==> src/rtl/wc_pkg.sv <==
// Shared types for the write-burst truncation engine.
// Assumes: one word slot per clock; DDR phase handled downstream.
package wc_pkg;

    typedef enum logic [1:0] {
        CMD_NOP   = 2'b00,
        CMD_WRITE = 2'b01,
        CMD_READ  = 2'b10
    } cmd_e;

    typedef enum logic [2:0] {
        ST_IDLE,   // nothing in flight
        ST_WCMD,   // write command slot
        ST_BEAT,   // unmasked word slot
        ST_PRE,    // masked word ahead of the read
        ST_RCUT,   // read command cutting the burst
        ST_TAIL,   // cycle after a full burst, done pulse
        ST_RCMD    // plain read command
    } st_e;

endpackage

==> src/rtl/wc_len_dec.sv <==
// Burst length decoder: maps the 2-bit select to a word count.
// Assumes: codes above the largest supported length clamp to MAX_BL.
module wc_len_dec #(
    parameter int MAX_BL = 8,
    parameter int CNT_W  = 4
) (
    input  logic [1:0]       code,
    output logic [CNT_W-1:0] len
);

    // Doubling per code step, clamped at the maximum length.
    always_comb begin
        int unsigned raw;
        raw = 32'd2 << code;
        if (raw > MAX_BL)
            len = CNT_W'(MAX_BL);
        else
            len = CNT_W'(raw);
    end

endmodule

==> src/rtl/wc_beat_ctr.sv <==
// Word slot counter for a burst; flags the final slot.
// Assumes: clear and step are never asserted together by the sequencer.
module wc_beat_ctr #(
    parameter int CNT_W = 4
) (
    input  logic             clk,
    input  logic             rst_n,
    input  logic             clear,
    input  logic             step,
    input  logic [CNT_W-1:0] len,
    output logic [CNT_W-1:0] idx,
    output logic             last
);

    // Slot index register.
    always_ff @(posedge clk) begin
        if (!rst_n)
            idx <= '0;
        else if (clear)
            idx <= '0;
        else if (step)
            idx <= idx + 1'b1;
    end

    // Final slot of the burst.
    assign last = (idx == len - 1'b1);

endmodule

==> src/rtl/wc_seq_fsm.sv <==
// Sequencer deciding write, word slots, cut and read issue.
// Assumes: rd_req is held until READ is observed; cut_en is latched per burst.
module wc_seq_fsm
    import wc_pkg::*;
(
    input  logic clk,
    input  logic rst_n,
    input  logic wr_req,
    input  logic rd_req,
    input  logic cut_en,
    input  logic last,
    output st_e  state
);

    st_e nxt;

    // Next-state selection.
    always_comb begin
        nxt = state;
        unique case (state)
            ST_IDLE, ST_TAIL: begin
                if (wr_req)      nxt = ST_WCMD;
                else if (rd_req) nxt = ST_RCMD;
                else             nxt = ST_IDLE;
            end
            ST_WCMD:
                nxt = (cut_en && rd_req) ? ST_PRE : ST_BEAT;
            ST_BEAT: begin
                if (last)                  nxt = ST_TAIL;
                else if (cut_en && rd_req) nxt = ST_PRE;
                else                       nxt = ST_BEAT;
            end
            ST_PRE:  nxt = ST_RCUT;
            ST_RCUT: nxt = ST_IDLE;
            ST_RCMD: nxt = ST_IDLE;
            default: nxt = ST_IDLE;
        endcase
    end

    // State register.
    always_ff @(posedge clk) begin
        if (!rst_n)
            state <= ST_IDLE;
        else
            state <= nxt;
    end

endmodule

==> src/rtl/wrcut_engine.sv <==
// Write burst engine with optional read truncation.
// Issues WRITE, drives word slots, masks the two words around a
// cutting read, and reports the committed word count.
// Assumes: one word slot per clock, write data latency of one clock.
module wrcut_engine
    import wc_pkg::*;
#(
    parameter  int MAX_BL = 8,
    localparam int IDX_W  = $clog2(MAX_BL),
    localparam int CNT_W  = IDX_W + 1
) (
    input  logic             clk,
    input  logic             rst_n,
    input  logic [1:0]       cfg_len_code,
    input  logic             cfg_cut_en,
    input  logic             wr_req,
    input  logic             rd_req,
    output logic             wr_ready,
    output logic [1:0]       cmd_o,
    output logic             dq_oe,
    output logic             dm,
    output logic [IDX_W-1:0] word_idx,
    output logic             done,
    output logic [CNT_W-1:0] done_count
);

    st_e              state;
    logic [CNT_W-1:0] len_dec;
    logic [CNT_W-1:0] len_q;
    logic             cut_q;
    logic [CNT_W-1:0] idx;
    logic             last;
    logic             accept;
    logic             step;
    logic             post_ok;
    cmd_e             cmd;

    wc_len_dec #(.MAX_BL(MAX_BL), .CNT_W(CNT_W)) u_len (
        .code (cfg_len_code),
        .len  (len_dec)
    );

    assign wr_ready = (state == ST_IDLE) || (state == ST_TAIL);
    assign accept   = wr_ready && wr_req;

    // Per-burst configuration capture.
    always_ff @(posedge clk) begin
        if (!rst_n) begin
            len_q <= CNT_W'(2);
            cut_q <= 1'b0;
        end else if (accept) begin
            len_q <= len_dec;
            cut_q <= cfg_cut_en;
        end
    end

    assign step = ((state == ST_BEAT) && !last) || (state == ST_PRE);

    wc_beat_ctr #(.CNT_W(CNT_W)) u_ctr (
        .clk   (clk),
        .rst_n (rst_n),
        .clear (accept),
        .step  (step),
        .len   (len_q),
        .idx   (idx),
        .last  (last)
    );

    wc_seq_fsm u_fsm (
        .clk    (clk),
        .rst_n  (rst_n),
        .wr_req (wr_req),
        .rd_req (rd_req),
        .cut_en (cut_q),
        .last   (last),
        .state  (state)
    );

    // Word after the read exists only if the burst had one left.
    assign post_ok = (idx < len_q);

    // Command output decode.
    always_comb begin
        unique case (state)
            ST_WCMD:          cmd = CMD_WRITE;
            ST_RCUT, ST_RCMD: cmd = CMD_READ;
            default:          cmd = CMD_NOP;
        endcase
    end
    assign cmd_o = cmd;

    // Bus drive, mask and slot index.
    always_comb begin
        dq_oe = 1'b0;
        dm    = 1'b0;
        unique case (state)
            ST_BEAT: dq_oe = 1'b1;
            ST_PRE: begin
                dq_oe = 1'b1;
                dm    = 1'b1;
            end
            ST_RCUT: begin
                dq_oe = post_ok;
                dm    = post_ok;
            end
            default: ;
        endcase
        word_idx = dq_oe ? idx[IDX_W-1:0] : '0;
    end

    // Completion report.
    always_comb begin
        done       = 1'b0;
        done_count = '0;
        if (state == ST_RCUT) begin
            done       = 1'b1;
            done_count = idx - 1'b1;
        end else if (state == ST_TAIL) begin
            done       = 1'b1;
            done_count = len_q;
        end
    end

endmodule

==> config.mk <==
export PLATFORM = sky130hd
export DESIGN_NAME = wrcut_engine
export DESIGN_NICKNAME = d
export VERILOG_FILES = /design/src/rtl/wc_pkg.sv /design/src/rtl/wc_len_dec.sv /design/src/rtl/wc_beat_ctr.sv /design/src/rtl/wc_seq_fsm.sv /design/src/rtl/wrcut_engine.sv
export SDC_FILE = /design/constraint.sdc
export NUM_CORES = 1
export LEC_CHECK = 0
export CORE_AREA = 2 2 39 41
export DETAILED_ROUTE_END_ITERATION = 16
export DIE_AREA = 0 0 41 43
export DONT_BUFFER_PORTS = 1
export GPL_ROUTABILITY_DRIVEN = 0
export PLACE_DENSITY = 0.84
export SLEW_MARGIN = 10
export SYNTH_ARGS = -nofsm -noshare
export SYNTH_HDL_FRONTEND = slang
export SYNTH_SLANG_ARGS = --single-unit
==> constraint.sdc <==
create_clock -name clk -period 3.2 [get_ports clk]
set_input_delay 0.32 -clock clk [delete_from_list [all_inputs] [get_ports clk]]
set_output_delay 0.32 -clock clk [all_outputs]
set_load 0.05 [all_outputs]
==> results of run 1 <==
==> power breakdown <==
part | total [mW] | switching [mW] | internal (mW)
Clock | 0.0922 | 0.0441 | 0.0481
Combinational | 0.174 | 0.117 | 0.0571
Sequential | 0.169 | 0.0212 | 0.148
==> Yosys cell counts, types with 3 or more instances <==
library cell	number	area, um^2
sky130_fd_sc_hd__nor2_1	12	45.04
sky130_fd_sc_hd__xnor2_1	3	26.28
sky130_fd_sc_hd__nor2b_1	5	31.28
sky130_fd_sc_hd__ha_1	6	75.07
sky130_fd_sc_hd__nand3_1	4	20.02
sky130_fd_sc_hd__xor2_1	3	26.28
sky130_fd_sc_hd__nand2_1	7	26.28
sky130_fd_sc_hd__dfxtp_1	11	220.2
sky130_fd_sc_hd__nor3_1	4	20.02
sky130_fd_sc_hd__inv_1	11	41.29
sky130_fd_sc_hd__a21oi_1	5	25.02
==> path summary, 6_finish.rpt <==
kind                             startpoint                         to  slack [ns]
setup / recovery  u_fsm.state[1]$_SDFF_PN0_                      dq_oe        0.75
hold / removal                        rst_n      len_q[1]$_SDFFE_PN1P_        0.13
setup reg to reg      len_q[1]$_SDFFE_PN1P_  u_ctr.idx[2]$_SDFFE_PP0P_        1.48
hold reg to reg       len_q[2]$_SDFFE_PN0P_      len_q[2]$_SDFFE_PN0P_        0.46
==> worst max-delay path, stage by stage (launching register included) <==
cell	delay, ns
sky130_fd_sc_hd__dfxtp_1	0.50
sky130_fd_sc_hd__nand2b_1	0.34
sky130_fd_sc_hd__inv_1	0.32
sky130_fd_sc_hd__a31oi_1	0.38
sky130_fd_sc_hd__inv_1	0.31
==> cells by family after synthesis <==
group                      after synthesis  synth area share (%)
xor gates and xnor gates                 7                 9.133
DFF                                     11                 26.79
muxes                                    2                 2.435
buffers and inverters                   15                 7.610
and+or+nand+nor                         42                 26.49
AOI/OAI and AO/OA                       20                 17.20
adders and majority gates                7                 10.35
==> layout make-up <==
class / instances / area (um^2)
Clock buffer: 4 / 26.28
Fill cell: 128 / 479.2
Inverter: 11 / 41.29
Multi-Input combinational cell: 78 / 544.3
Sequential cell: 11 / 220.2
Tap cell: 16 / 20.02
Timing Repair Buffer: 7 / 52.55
==> cells in the final DEF (no fill, tap or decap), drive strengths merged, types with 2 or more instances in the layout <==
master,instances
nor2b,5
buf,7
mux2i,2
xor2,3
a211oi,2
dfxtp,11
nand2b,2
clkbuf,4
xnor2,3
a21oi,5
a31oi,3
ha,6
a21o,2
o21ai,2
inv,11
nand2,7
nor3,4
nor2,12
nand3,4
==> per-layer routing <==
layer	track usage, %	wire, um	vias to the layer above
li1	-	-	373
met1	31.58	836	351
met2	34.69	810	14
met3	6.806	73	2
met4	14.00	17	0
met5	0	0	-
==> state kept, by name, indices dropped and copies added, names as in the netlist <==
register / cells
len_q: 3
u_fsm.state: 3
u_ctr.idx: 4
cut_q: 1
==> summary.md, run 1 <==
| Metric | Value |
|---|---|
| Post-Route Hold Slack | 0.1345 ns |
| Post-DRT Antenna Nets | 0 |
| Post-detailed-route DRC marker count | 0 |
| Total CTS buffers | 3 |
| Hpwl dp | 1351 um |
| Synth-to-layout area growth | 10.05% |
| Worst setup EP type | primary output |
| Proportion of layout cells with a drive suffix above 1 | 12.61% |
| CTS H-tree lvls | 1 |
| Antenna violations before repair | 0 |
| Average instance area after synthesis | 7.904 um^2 |
| Maximum Capacitance Violations | 0 |
| Synthesis warning total | 0 |
| Effective utilization at floorplan | 59.40% |
| Std-Cell Rows | 14 |
| WL/cell | 13.69 um |
| Worst-path maximum fanout | 10 |
| Aggregate global-route resource usage | 24.37% |
| Vias in the first global route | 704 |
| Clock input transition at the sequential cells of the worst setup and hold paths | 0.07 ns |
| Top achievable clock speed | 408.9 MHz |
| Number of synthesized flops with an enable pin | 0 |
| Outcome | complete, no violations |
| Worst endpoint required time | 2.88 ns |
| Congestion Overflow GR | 0 |
| Path depth of the worst reg2reg path | 6 |
| Mapped Area | 822.0 um^2 |
| Number of buffers inserted by post-CTS setup repair | 0 |
| PortBufs | 0 |
| Clock root buffer | sky130_fd_sc_hd__clkbuf_4 |
| Async set-reset flop share out of synthesis | 0% |
| Detail-routed via count per cell | 5.827 |
| Utilization of the core after routing | 65.37% |
| Skew final | 0.004730 ns |
| Total die area | 1763 um^2 |
| Max-slew headroom at the worst pin | 38.41% |
| Maximum resistive drop on vdd | about 0.00031 V |
| Worst setup slack before clock tree synthesis | 1.062 ns |
| Part of the Yosys area used for sequential elements | 26.79% |
| Category of the critical setup timing path | flop to primary output |
| Number of nets in the synthesized netlist | 117 |
| Yosys cell types | 38 |
| # resized after CTS | 0 |
| Number of diodes added for antenna fixing | 0 |
| Setup Total Neg Slack | 0 ns |
| Setup repair after global routing missed its margin | false |
| Clock period minus worst slack | between 2 and 2.5 ns |
| Worst hold path type | primary input to flop |
| Number of hold-repair buffers added at the cts stage | 0 |
| Number of register bits inferred by synthesis | 11 |
| IO Pins | 20 |
| Endpoints failing setup | 0 |
| Worst Slack Setup Final | 0.7546 ns |
| Aggregate routed wire length | 1738 um |
| Area after detailed placement | 878.3 um^2 |
| Number of failing hold endpoints at the final stage | 0 |
| Most common flop cell mapped by yosys | sky130_fd_sc_hd__dfxtp_1 |
| Non-Filler Cell Area, Final | 904.6 um^2 |
| Maximum number of pins on one net before global-route repair | 17 |
| Hold path cells | 1 |
| Final clock period utilization by the worst path | between 70% and 80% |
| Floorplan die width | 41 um |
| Iteration-0 DRC Markers | 24 |
| Sort of element at the start of the critical path | flop |
| Via total after detailed routing | 740 |
| Post-Layout Cell Count | ~130 |
| Overall power consumption | between 0.4 and 0.5 mW |
| Slew Limit Fails | 0 |
| Power density over the cells | 480.9 nW/um^2 |
| Number of nets in the layout | about 130 |
| Total core area | 1384 um^2 |
| CTS tree | yes |
| Leakage | 0.3911 nW |
| Total instance count after detailed placement | 123 |
| Buffer depth of the longest clock path | 2 |
| Sinks on the clock net | 11 |
| First-pass GRT wire length | 2891 um |
| CP Data Arrival Time | 2.13 ns |
| Slew at the pin closest to its max-slew limit | 0.9219 ns |
| Total iterations of the first detailed-routing run | 4 |
| Worst-skew pair later-pin latency | ~0.26 ns |
| Mapped Cells | 104 |
| Vertical die dimension | 43 um |
Power figures use the tool's default switching activity.
==> run 2, diff against run 1 <==
--- a/config.mk
+++ b/config.mk
@@ -5,12 +5,12 @@
 export SDC_FILE = /design/constraint.sdc
 export NUM_CORES = 1
 export LEC_CHECK = 0
-export CORE_AREA = 2 2 39 41
+export CORE_MARGIN = 1.5
+export CORE_UTILIZATION = 60
 export DETAILED_ROUTE_END_ITERATION = 16
-export DIE_AREA = 0 0 41 43
 export DONT_BUFFER_PORTS = 1
 export GPL_ROUTABILITY_DRIVEN = 0
-export PLACE_DENSITY = 0.84
+export PLACE_DENSITY = 0.82
 export SLEW_MARGIN = 10
 export SYNTH_ARGS = -nofsm -noshare
 export SYNTH_HDL_FRONTEND = slang
==> constraint.sdc (replaced) <==
create_clock -name clk -period 2.5 [get_ports clk]
set_input_delay 0.25 -clock clk [delete_from_list [all_inputs] [get_ports clk]]
set_output_delay 0.25 -clock clk [all_outputs]
set_load 0.05 [all_outputs]
==> run 2 against run 1 <==
Net effect:
- combinational power up 31%
- worst hold slack worse by 0.060 ns
- sequential power up 28%
- critical endpoint unchanged
- largest power group unchanged
- highest routed layer unchanged
==> summary.md, run 2 (synthesized netlist as in run 1, its figures left out) <==
| Metric | Value |
|---|---|
| Congestion Overflow GR | 0 (unchanged) |
| Final clock period utilization by the worst path | a little over 80% |
| Slew Limit Fails | 0 (unchanged) |
| # resized after CTS | 0 (unchanged) |
| Sinks on the clock net | 11 (unchanged) |
| Synth-to-layout area growth | 13.55% |
| CTS tree | yes |
| Worst-skew pair later-pin latency | 0.27 ns (about the same) |
| Utilization of the core after routing | 72.64% (+7.3 points) |
| Clock period minus worst slack | approximately 2.1 ns |
| Number of flip-flops in the largest register | 4 (unchanged) |
| Skew final | 0.005685 ns (+0.0009546 ns) |
| Total core area | 1285 um^2 (-7.1%) |
| IO Pins | 20 (unchanged) |
| Total iterations of the first detailed-routing run | 4 (unchanged) |
| Via total after detailed routing | 761 (+2.8%) |
| Total die area | 1601 um^2 (-9.2%) |
| Std-Cell Rows | 13 (-1) |
| Largest registers | u_ctr.idx (4), len_q (3), u_fsm.state (3) |
| Sort of element at the start of the critical path | flop |
| Number of buffers inserted by post-CTS setup repair | 0 (unchanged) |
| Clock input transition at the sequential cells of the worst setup and hold paths | 0.07 ns (about the same) |
| Number of hold-repair buffers added at the cts stage | 0 (unchanged) |
| Buffer depth of the longest clock path | 2 (unchanged) |
| Maximum resistive drop on vdd | 0.0004082 V (+30%) |
| CTS H-tree lvls | 1 (unchanged) |
| PortBufs | 0 (unchanged) |
| Detail-routed via count per cell | 5.854 (+0.46%) |
| Antenna violations before repair | 0 (unchanged) |
| Hpwl dp | 1308 um (-3.2%) |
| Top register by number of flip-flops | u_ctr.idx |
| Worst endpoint required time | 2.25 ns (-0.63 ns) |
| Number of failing hold endpoints at the final stage | 0 (unchanged) |
| Worst Slack Setup Final | 0.4208 ns (-0.3338 ns) |
| Number of nets in the layout | 129 (+3.2%) |
| CP Data Arrival Time | 1.83 ns (-0.30 ns) |
| First-pass GRT wire length | 2559 um (-11%) |
| Floorplan die width | 40.02 um (-2.4%) |
| Top achievable clock speed | 481.0 MHz |
| Worst-path maximum fanout | 10 (unchanged) |
| Clock root buffer | sky130_fd_sc_hd__clkbuf_4 |
| Number of diodes added for antenna fixing | 0 (unchanged) |
| Commonest non-fill, non-tap cells in the layout | 12 x sky130_fd_sc_hd__nor2_1, 11 x sky130_fd_sc_hd__inv_1, 11 x sky130_fd_sc_hd__dfxtp_1, 11 x sky130_fd_sc_hd__buf_4, 7 x sky130_fd_sc_hd__nand2_1 |
| Vertical die dimension | 40.02 um (-6.9%) |
| Aggregate global-route resource usage | 24.56% (+0.20 points) |
| WL/cell | 13.10 um (-4.3%) |
| Leakage | 0.4126 nW (+5.5%) |
| Leading cell type in the layout, fill and taps excluded | sky130_fd_sc_hd__nor2_1 |
| Post-DRT Antenna Nets | 0 (unchanged) |
| Power density over the cells | 606.7 nW/um^2 (+26%) |
| Maximum number of pins on one net before global-route repair | 17 (unchanged) |
| Worst setup slack before clock tree synthesis | 0.7160 ns (-0.3463 ns) |
| Category of the critical setup timing path | flop to primary output |
| Overall power consumption | 0.5663 mW (+30%) |
| Maximum Capacitance Violations | 0 (unchanged) |
| Worst hold path type | primary input to flop |
| Post-detailed-route DRC marker count | 0 (unchanged) |
| Setup Total Neg Slack | 0 ns (unchanged) |
| Effective utilization at floorplan | 63.97% (+4.6 points) |
| Proportion of layout cells with a drive suffix above 1 | 15.65% (+3.0 points) |
| Total CTS buffers | 3 (unchanged) |
| Max-slew headroom at the worst pin | 62.57% (+24 points) |
| Setup repair after global routing missed its margin | false |
| Vias in the first global route | 624 (-11%) |
| Outcome | complete, no violations |
| Total instance count after detailed placement | 126 (+2.4%) |
| Iteration-0 DRC Markers | 10 (-58%) |
| Slew at the pin closest to its max-slew limit | 0.5607 ns (-0.3612 ns) |
| Post-Layout Cell Count | 130 (+2.4%) |
| Endpoints failing setup | 0 (unchanged) |
| Worst setup EP type | primary output |
| Aggregate routed wire length | 1703 um (-2.0%) |
-- run 2: changes by cell type in the layout (fill, tap and decap cells not counted), sizes merged --
cell  delta
buf      +4
-- run 2: worst paths after layout --
| path | startpoint | end | slack (ns) | cells after the start |
|---|---|---|---|---|
| min | rst_n | len_q[1]$_SDFFE_PN1P_ | 0.07 | 1 |
| max reg2reg | u_ctr.idx[1]$_SDFFE_PP0P_ | u_ctr.idx[2]$_SDFFE_PP0P_ | 0.74 | 6 |
| max | u_fsm.state[1]$_SDFF_PN0_ | dq_oe | 0.42 | 4 |
| min reg2reg | len_q[2]$_SDFFE_PN0P_ | len_q[2]$_SDFFE_PN0P_ | 0.46 | 2 |
-- run 2: through the flow --
stage | cell area [um^2] | hold WS (ns)
6_report | 933.4 | 0.07431
5_1_grt | 933.4 | 0.06941
4_1_cts | 933.4 | 0.07182
3_5_place_dp | 907.1 | 0.3516
3_3_place_gp | 907.1 | 0.3361
2_1_floorplan | 822.0 | 0.3284
-- run 2: cell type report --
type	count	area, um^2
Tap cell	15	18.77
Multi-Input combinational cell	78	544.3
Inverter	11	41.29
Clock buffer	4	26.28
Timing Repair Buffer	11	82.58
Sequential cell	11	220.2
Fill cell	99	351.6
-- run 2: critical path, stage by stage (launching register included) --
cell and delay (ns):
sky130_fd_sc_hd__dfxtp_1 0.51, sky130_fd_sc_hd__nand2b_1 0.35, sky130_fd_sc_hd__inv_1 0.12, sky130_fd_sc_hd__a31oi_1 0.29
sky130_fd_sc_hd__inv_1 0.30
-- run 2: metal layers --
| layer | global-route usage [%] | wire, um | vias up | part of all wire [%] |
|---|---|---|---|---|
| met2 | 40.32 | 804 | 28 | 47 |
| met5 | 0 | 0 | - | 0 |
| met3 | 4.444 | 113 | 2 | 6.6 |
| met1 | 30.93 | 778 | 343 | 46 |
| li1 | - | - | 388 | - |
| met4 | 11.21 | 6 | 0 | 0.35 |
-- run 2: power breakdown --
group	internal [mW]	switching, mW
clock	0.0617	0.0599
sequential	0.189	0.0278
combinational	0.0788	0.149
